--- config.mk ---
export PLATFORM = sky130hd
export DESIGN_NAME = step_spacer
export DESIGN_NICKNAME = d
export VERILOG_FILES = /design/src/rtl/spacer_pkg.sv /design/src/rtl/spacer_gap_timer.sv /design/src/rtl/spacer_backlog.sv /design/src/rtl/step_spacer.sv
export SDC_FILE = /design/constraint.sdc
export NUM_CORES = 1
export LEC_CHECK = 0
export BUFFER_PORTS_ARGS = -buffer_cell sky130_fd_sc_hd__buf_2
export CELL_PAD_IN_SITES_DETAIL_PLACEMENT = 0
export CELL_PAD_IN_SITES_GLOBAL_PLACEMENT = 1
export CORE_MARGIN = 2
export CORE_UTILIZATION = 43
export CTS_CLUSTER_DIAMETER = 120
export CTS_CLUSTER_SIZE = 40
export DETAILED_ROUTE_END_ITERATION = 7
export PLACE_DENSITY = 0.8
export SKIP_CTS_REPAIR_TIMING = 1
export SYNTH_ARGS = -nofsm -noshare
export SYNTH_HDL_FRONTEND = slang
export SYNTH_SLANG_ARGS = --single-unit
--- constraint.sdc ---
create_clock -name clk -period 4.63 [get_ports clk]
set_clock_uncertainty 0.05 [all_clocks]
set_input_delay 1.389 -clock clk [delete_from_list [all_inputs] [get_ports clk]]
set_output_delay 1.389 -clock clk [all_outputs]
set_load 0.005 [all_outputs]
--- src/rtl/spacer_pkg.sv ---
package spacer_pkg;
  // Direction of a forwarded step decided in one cycle
  typedef enum logic [1:0] {
    STEP_NONE = 2'b00,
    STEP_UP   = 2'b01,
    STEP_DN   = 2'b10
  } step_dir_e;

  function automatic step_dir_e pick_dir(input logic up, input logic dn);
    if (up && !dn) return STEP_UP;
    if (dn && !up) return STEP_DN;
    return STEP_NONE;
  endfunction
endpackage

--- src/rtl/spacer_gap_timer.sv ---
module spacer_gap_timer #(
  parameter int GAP_W = 12
) (
  input  logic             clk,
  input  logic             rst_n,
  input  logic             fire_i,
  input  logic [GAP_W-1:0] gap_i,
  output logic             ready_o
);
  localparam logic [GAP_W-1:0] CNT_MAX = {GAP_W{1'b1}};
  localparam logic [GAP_W-1:0] CNT_ONE = GAP_W'(1);

  logic [GAP_W-1:0] since_q;

  // Cycles since the last release decision; saturates, starts expired
  always_ff @(posedge clk) begin
    if (!rst_n) begin
      since_q <= CNT_MAX;
    end else if (fire_i) begin
      since_q <= CNT_ONE;
    end else if (since_q != CNT_MAX) begin
      since_q <= since_q + CNT_ONE;
    end
  end

  assign ready_o = (gap_i <= CNT_ONE) || (since_q >= gap_i);

  // right after a release the gap must be running again
  assert_gap_restarts_R3: assert property (@(posedge clk) disable iff (!rst_n)
    (fire_i && gap_i > CNT_ONE) |=> (!ready_o || gap_i <= CNT_ONE));
endmodule

--- src/rtl/spacer_backlog.sv ---
module spacer_backlog #(
  parameter int BACKLOG_MAX = 15
) (
  input  logic clk,
  input  logic rst_n,
  input  logic up_i,
  input  logic dn_i,
  input  logic ready_i,
  output logic emit_up_o,
  output logic emit_dn_o,
  output logic signed [$clog2(BACKLOG_MAX+1):0] level_o,
  output logic overflow_o
);
  localparam int BL_W = $clog2(BACKLOG_MAX+1) + 1;
  localparam int CW   = BL_W + 1;
  localparam logic signed [CW-1:0] LIM_P = CW'(BACKLOG_MAX);
  localparam logic signed [CW-1:0] LIM_N = -CW'(BACKLOG_MAX);
  localparam logic signed [CW-1:0] ONE_C = CW'(1);

  logic signed [BL_W-1:0] level_q;
  logic signed [CW-1:0]   step_c, sum_c, left_c, clip_c;
  logic                   ovf_q, clip_hit;

  always_comb begin
    unique case ({up_i, dn_i})
      2'b10:   step_c = ONE_C;
      2'b01:   step_c = -ONE_C;
      default: step_c = '0;
    endcase
    sum_c     = {level_q[BL_W-1], level_q} + step_c;
    emit_up_o = ready_i && (sum_c > 0);
    emit_dn_o = ready_i && sum_c[CW-1];
    if (emit_up_o)      left_c = sum_c - ONE_C;
    else if (emit_dn_o) left_c = sum_c + ONE_C;
    else                left_c = sum_c;
    clip_hit = 1'b0;
    clip_c   = left_c;
    if (left_c > LIM_P) begin
      clip_c   = LIM_P;
      clip_hit = 1'b1;
    end else if (left_c < LIM_N) begin
      clip_c   = LIM_N;
      clip_hit = 1'b1;
    end
  end

  always_ff @(posedge clk) begin
    if (!rst_n) begin
      level_q <= '0;
      ovf_q   <= 1'b0;
    end else begin
      level_q <= clip_c[BL_W-1:0];
      ovf_q   <= ovf_q || clip_hit;
    end
  end

  assign level_o    = level_q;
  assign overflow_o = ovf_q;

  // the drop flag never clears on its own
  assert_ovf_sticky_R7: assert property (@(posedge clk) disable iff (!rst_n)
    ovf_q |=> ovf_q);
  // a held up-step below the limit is added to the backlog
  assert_no_drop_R4: assert property (@(posedge clk) disable iff (!rst_n)
    (!ready_i && up_i && !dn_i && (level_q >= 0) && (level_q < BL_W'(BACKLOG_MAX)))
    |=> level_q == $past(level_q) + BL_W'(1));
endmodule

--- src/rtl/step_spacer.sv ---
module step_spacer
  import spacer_pkg::*;
#(
  parameter int GAP_W       = 12,
  parameter int BACKLOG_MAX = 15
) (
  input  logic             clk,
  input  logic             rst_n,
  input  logic             step_up_i,
  input  logic             step_dn_i,
  input  logic [GAP_W-1:0] gap_i,
  output logic             fwd_up_o,
  output logic             fwd_dn_o,
  output logic             overflow_o
);
  localparam int BL_W = $clog2(BACKLOG_MAX+1) + 1;

  logic                   ready, emit_up, emit_dn;
  logic signed [BL_W-1:0] level;
  step_dir_e              dir_q;

  spacer_gap_timer #(.GAP_W(GAP_W)) u_timer (
    .clk     (clk),
    .rst_n   (rst_n),
    .fire_i  (emit_up || emit_dn),
    .gap_i   (gap_i),
    .ready_o (ready)
  );

  spacer_backlog #(.BACKLOG_MAX(BACKLOG_MAX)) u_backlog (
    .clk        (clk),
    .rst_n      (rst_n),
    .up_i       (step_up_i),
    .dn_i       (step_dn_i),
    .ready_i    (ready),
    .emit_up_o  (emit_up),
    .emit_dn_o  (emit_dn),
    .level_o    (level),
    .overflow_o (overflow_o)
  );

  always_ff @(posedge clk) begin
    if (!rst_n) dir_q <= STEP_NONE;
    else        dir_q <= pick_dir(emit_up, emit_dn);
  end

  assign fwd_up_o = (dir_q == STEP_UP);
  assign fwd_dn_o = (dir_q == STEP_DN);

  // Checker state: spacing between output pulses
  logic [GAP_W-1:0] chk_since_q, chk_gap_q;
  always_ff @(posedge clk) begin
    if (!rst_n) begin
      chk_since_q <= {GAP_W{1'b1}};
      chk_gap_q   <= '0;
    end else begin
      chk_gap_q <= gap_i;
      if (fwd_up_o || fwd_dn_o)           chk_since_q <= GAP_W'(1);
      else if (chk_since_q != {GAP_W{1'b1}}) chk_since_q <= chk_since_q + GAP_W'(1);
    end
  end

  assert_spacing_R3: assert property (@(posedge clk) disable iff (!rst_n)
    ((fwd_up_o || fwd_dn_o) && chk_gap_q > GAP_W'(1)) |-> chk_since_q >= chk_gap_q);
  assert_zero_latency_R2: assert property (@(posedge clk) disable iff (!rst_n)
    (ready && level == 0 && step_up_i && !step_dn_i) |=> fwd_up_o);
  assert_exclusive_R8: assert property (@(posedge clk) disable iff (!rst_n)
    !(fwd_up_o && fwd_dn_o));
endmodule

==> summary.md, run 1 <==
| Metric | Value |
|---|---|
| Class of the worst hold path | reg -> reg |
| Static leakage | 0.874 nW |
| Transition time at the pin with the least slew margin | 0.630 ns |
| Worst-case clock buffer depth | 2 |
| Initial Util | 45.9% |
| Total congestion overflow | 0 |
| Num rows | 22 |
| EDFF count, synth | 0 |
| Detail-routed net length per standard cell | 13.2 µm |
| Mean Syn Cell Area | 7.98 µm² |
| Relative slew margins | 57.7% |
| Die X-Extent | 67.2 µm |
| Largest driver fanout on the critical path | 6 |
| Dominant combinational cell family by area after synthesis | compound AO/OA/AOI/OAI gates |
| Total Nets Final | 266 |
| Sum of negative setup slack | 0 ns |
| Clk sink count | 20 |
| Area share of fa/ha/maj cells after synthesis | 13.8% |
| Count of yosys warnings during synthesis | 0 |
| Type of element launching the critical path | input port |
| Post-synthesis sequential element count | 20 |
| Fill cell instance count of the final layout | 388 |
| Number of distinct standard cells referenced by the synthesized netlist | 51 |
| Simple-gate share of the synthesized area | 23.5% |
| 1st-pass router iterations | 4 |
| Status | complete, no violations |
| Final Hold Violating Endpoints | 0 |
| Fraction of the mapped netlist area in compound gates | 24.6% |
| First-pass GRT wire length | 6390 µm |
| CTS tree | done |
| Die Area | 4510 µm² |
| Number of max-slew violations in the final report | 0 |
| Library cell appearing most often on the critical path | sky130_fd_sc_hd__ha_1 |
| Multiplexer share of the synthesized area | 1.17% |
| CTS buffer count | 3 |
| Core area | 3740 µm² |
| Clock input transition at the sequential cells of the worst setup and hold paths | 0.07 ns |
| CP max stage cell | sky130_fd_sc_hd__a2111oi_4 |
| Deepest level of the CTS H-tree | 1 |
| Critical path data arrival time | 4.24 ns |
| Net count of the mapped netlist | 250 |
| Crit share post-route | 88.4% |
| Number of cells produced by synthesis | 215 |
| Signed area change from the synthesized netlist to the final layout | 9.48% |
| Placed wire-length estimate | 2910 µm |
| Maximum VDD drop | 0.250 mV |
| Cell area power density | 638 nW/µm² |
| Routed via count divided by cell count | 5.61 |
| DRT Wirelength | 3660 µm |
| F_max | 0.244 GHz |
| Util after Layout | 50.2% |
| Cell area after synthesis | 1720 µm² |
| Clock tree root buffer cell | sky130_fd_sc_hd__clkbuf_8 |
| Latest clock arrival within the worst-skew pair | 0.26 ns |
| Required time of the critical path | 4.77 ns |
| Number of DRC markers in iteration 0 | 95 |
| Maximum number of pins on one net before global-route repair | 21 |
| RD Place Congestion | 0.834 |
| # DRC | 0 |
| Quantity of I/O buffers inserted on ports | 18 |
| Highest-count cells in the layout ignoring fill and taps | 20 x sky130_fd_sc_hd__inv_1, 20 x sky130_fd_sc_hd__dfxtp_1, 19 x sky130_fd_sc_hd__ha_1 |
| Synthesized-area fraction occupied by xor and xnor cells | 6.63% |
| Post-route minimum period | 4.09 ns |
| Vias in the first global route | 1494 |
| Final ANT Viol Nets | 0 |
| Ys flop type | sky130_fd_sc_hd__dfxtp_1 |
| Classification of the worst setup path | in -> reg |
| Height of the chip | 67.2 µm |
| Initial antenna violation count | 0 |
| Maximum single-stage delay on the critical path | 0.47 ns |
| Critical Path Sink Type | register |
| Number of ports placed on the die boundary | 19 |
| Antenna diode count | 0 |
| Synth async-reset ratio | 0% |
| Total routing resource utilization after global routing | 18.6% |
| Sequential share of the synthesized area | 23.3% |
| Max cap viols | 0 |
| Final number of setup-violating endpoints | 0 |
| Critical path, cell by cell | buf_2 > inv_1 > ha_1 > inv_1 > ha_1 > ha_1 > inv_1 > ha_1 > nand2b_1 > a2111oi_4 > nor2_2 > or3_1 > a221o_1 > a21oi_1 |
| Unrepaired setup endpoints after global routing | false |
| Share of layout cells above drive strength 1 | 13.5% |
| Vias | 1554 |
## worst max-delay path, delay by kind of cell
kind,cells,cell delay (ns)
AOI/OAI and AO/OA,3,0.97
and+or+nand+nor,3,0.50
adders and majority gates,4,1.11
buffers and inverters,4,0.25
## stage by stage
step | setup WS (ns) | hold slack [ns] | total power, mW | cell area (µm²) | cells
after floorplan | 0.557 | 0.468 | 0.920 | 1720 | 215
after global placement | 0.324 | 0.505 | 1.09 | 1840 | 274
after detailed placement | 0.282 | 0.496 | 1.09 | 1840 | 274
after CTS | 0.556 | 0.506 | 1.20 | 1880 | 277
after global routing | 0.343 | 0.529 | 1.33 | 1880 | 277
final | 0.536 | 0.507 | 1.20 | 1880 | 277
## final cells by class
cell class              count  area (µm²)  share of cell area [%]
multi-input cells         166        1200                    63.7
flip-flops and latches     20         400                    21.3
repair buffers             20         105                    5.59
inverters                  20        75.1                    3.99
well taps                  48        60.1                    3.20
clock buffers               3        41.3                    2.20
## flip-flops by register name, summed over array words and instances (netlist names)
name / count
u_timer.since_q: 12
u_backlog.level_o: 5
dir_q: 2
u_backlog.overflow_o: 1
## power breakdown
part | internal [mW] | switching, mW
registers | 0.249 | 0.0912
clock network | 0.0579 | 0.0543
logic | 0.339 | 0.408
total | 0.646 | 0.554
## cell families after synthesis
logic type / Yosys count
AND/OR/NAND/NOR: 72
AO/OA/AOI/OAI: 60
buffers and inverters: 29
flip-flops: 20
adder cells (fa/ha/maj): 19
XOR/XNOR: 13
multiplexers: 2
## per-layer routing
layer / wire, µm / global-route usage (%) / vias up
met4: 86 / 7.65 / 0
met3: 133 / 2.50 / 7
li1: - / - / 812
met5: 0 / 0 / -
met1: 1650 / 21.6 / 703
met2: 1780 / 34.0 / 32
## synth_stat cells (all sizes together), types with 3 or more instances
master   n  area (µm²)
o21a     4        30.0
nor2b    3        18.8
o31ai    4        30.0
a21oi   10        50.1
nand4    4        25.0
inv     20        75.1
nor4     3        18.8
nor2    14        55.1
xnor2    6        52.6
o211ai   5        37.5
clkbuf   6        22.5
o21ai   15        75.1
a31oi    3        18.8
nand3    8        40.0
xor2     7        61.3
ha      19         238
buf      3        21.3
and3     8        50.1
nor3     3        15.0
dfxtp   20         400
nand2   11        41.3
## worst paths after layout
| kind | startpoint | endpoint | slack, ns | cells past startpoint |
|---|---|---|---|---|
| max | step_up_i | u_backlog.level_o[0] | 0.54 | 14 |
| min reg2reg | u_timer.since_q[2] | u_timer.since_q[2] | 0.51 | 2 |
| max reg2reg | u_backlog.level_o[0] | u_backlog.level_o[0] | 1.72 | 10 |
| min | u_timer.since_q[2] | u_timer.since_q[2] | 0.51 | 2 |
Note: power is estimated with default switching activity, not from simulation.
==> run 2, diff against run 1 <==
==> constraint.sdc (replaced) <==
create_clock -name clk -period 4.25 [get_ports clk]
set_clock_uncertainty 0.05 [all_clocks]
set_input_delay 1.275 -clock clk [delete_from_list [all_inputs] [get_ports clk]]
set_output_delay 1.275 -clock clk [all_outputs]
set_load 0.005 [all_outputs]
==> run 2 against run 1 <==
Global-route usage is 0.53 points higher. Sequential share of layout area is 0.25 points lower. Die area stayed put. Power is 10% higher. Critical endpoint unchanged. Largest power group unchanged.
==> summary.md, run 2 (synthesis results as in run 1) <==
| Metric | Value |
|---|---|
| Status | complete, no violations |
| Antenna diode count | 0 |
| Cell area power density | 695 nW/µm² |
| Number of max-slew violations in the final report | 0 |
| Sum of negative setup slack | 0 ns |
| Clock input transition at the sequential cells of the worst setup and hold paths | 0.07 ns |
| Placed wire-length estimate | 2970 µm |
| Vias | 1577 |
| RD Place Congestion | 0.874 |
| Classification of the worst setup path | in -> reg |
| Number of flip-flops under the largest register name | 12 |
| Initial Util | 45.9% |
| Latest clock arrival within the worst-skew pair | 0.25 ns |
| Transition time at the pin with the least slew margin | 0.654 ns |
| Portion of total power attributed to combinational logic | 62.8% |
| Routed via count divided by cell count | 5.63 |
| Total routing resource utilization after global routing | 19.1% |
| Unrepaired setup endpoints after global routing | false |
| Detail-routed net length per standard cell | 13.3 µm |
| Design internal power | 0.715 mW |
| Final ANT Viol Nets | 0 |
| Height of the chip | 67.2 µm |
| Clock tree root buffer cell | sky130_fd_sc_hd__clkbuf_8 |
| Critical path data arrival time | 4.09 ns |
| Final Hold Violating Endpoints | 0 |
| Worst r2r src | u_backlog.level_o[1] |
| # DRC | 0 |
| Power share of the sequential group | 28.1% |
| Relative slew margins | 56.0% |
| Number of ports placed on the die boundary | 19 |
| Clk sink count | 20 |
| Required time of the critical path | 4.39 ns |
| Placed standard-cell area | 1860 µm² |
| Num rows | 22 |
| Die Area | 4510 µm² |
| Class of the worst hold path | reg -> reg |
| Net Switching | 0.608 mW |
| Worst-case clock buffer depth | 2 |
| Max cap viols | 0 |
| F_max | 0.253 GHz |
| Type of element launching the critical path | input port |
| Final instance count without filler cells | 280 |
| Switching fraction of total power | 45.9% |
| Critical Path Sink Type | register |
| DRT Wirelength | 3730 µm |
| Clock network power share | 9.1% |
| 1st-pass router iterations | 4 |
| CTS tree | done |
| Crit share post-route | 93.0% |
| Quantity of I/O buffers inserted on ports | 18 |
| Vias in the first global route | 1530 |
| Post-route minimum period | 3.95 ns |
| Total congestion overflow | 0 |
| Share of layout cells above drive strength 1 | 14.7% |
| Final std cell area, no fill | 1900 µm² |
| CTS buffer count | 3 |
| Critical path startpoint | step_up_i |
| Die X-Extent | 67.2 µm |
| Largest driver fanout on the critical path | 6 |
| Beginning of the worst hold path | u_timer.since_q[2] |
| Highest-count cells in the layout ignoring fill and taps | 20 x sky130_fd_sc_hd__inv_1, 20 x sky130_fd_sc_hd__dfxtp_1, 19 x sky130_fd_sc_hd__ha_1 |
| Cells after DPL | 277 |
| First-pass GRT wire length | 6660 µm |
| Static leakage | 0.889 nW |
| Signed area change from the synthesized netlist to the final layout | 10.8% |
| Tot Pwr | 1.32 mW |
| Maximum VDD drop | 0.384 mV |
| Maximum number of pins on one net before global-route repair | 21 |
| Total Nets Final | 269 |
| Number of DRC markers in iteration 0 | 52 |
| Deepest level of the CTS H-tree | 1 |
| Final number of setup-violating endpoints | 0 |
| Initial antenna violation count | 0 |
| Largest register by flop count | u_timer.since_q |
| Core area | 3740 µm² |
| Util after Layout | 50.8% |
-- run 2: cell count changes in the layout (fill, tap and decap cells not counted), sizes merged --
| cell | previous run | this run |
|---|---|---|
| buf | 20 | 23 |
-- run 2: metal layers --
| layer | vias up | part of all wire [%] | global-route usage, % |
|---|---|---|---|
| met5 | - | 0 | 0 |
| met4 | 0 | 0.78 | 3.06 |
| met3 | 4 | 3.2 | 3.67 |
| met2 | 27 | 51 | 36.3 |
| met1 | 725 | 45 | 22.5 |
| li1 | 821 | - | - |
-- run 2: critical path, stage by stage --
cell and delay [ns]:
sky130_fd_sc_hd__buf_2 0.07, sky130_fd_sc_hd__inv_1 0.04, sky130_fd_sc_hd__ha_1 0.28, sky130_fd_sc_hd__inv_1 0.05
sky130_fd_sc_hd__ha_1 0.25, sky130_fd_sc_hd__ha_1 0.22, sky130_fd_sc_hd__nand2_1 0.06, sky130_fd_sc_hd__o32a_1 0.30
sky130_fd_sc_hd__a21oi_1 0.29, sky130_fd_sc_hd__a2111oi_4 0.09, sky130_fd_sc_hd__a2bb2oi_1 0.20, sky130_fd_sc_hd__or3b_2 0.47
sky130_fd_sc_hd__a221o_1 0.36, sky130_fd_sc_hd__a21oi_1 0.13
-- run 2: per-stage QoR --
stage	hold slack, ns	worst slack [ns]
after floorplan	0.468	0.291
after global placement	0.498	0.104
after detailed placement	0.520	0.0461
after CTS	0.528	0.313
after global routing	0.569	0.112
final	0.519	0.296
-- run 2: power groups by stage --
stage	Sequential [mW]	Combinational (mW)	Clock, mW
after global routing	0.385	0.961	0.134
after floorplan	0.336	0.666	0
final	0.372	0.830	0.121
after detailed placement	0.376	0.823	0
after global placement	0.376	0.834	0
after CTS	0.372	0.833	0.125
-- run 2: worst paths after layout --
| kind | depth (start not counted) | slack, ns | to |
|---|---|---|---|
| min reg2reg | 2 | 0.52 | u_timer.since_q[2] |
| min | 2 | 0.52 | u_timer.since_q[2] |
| max | 14 | 0.30 | u_backlog.level_o[0] |
| max reg2reg | 10 | 1.35 | u_backlog.level_o[0] |
-- run 2: layout make-up --
type	instances	area, µm²
Inverter	20	75.1
Sequential cell	20	400
Timing Repair Buffer	23	128
Tap cell	48	60.1
Clock buffer	3	41.3
Multi-Input combinational cell	166	1200
Fill cell	386	1840
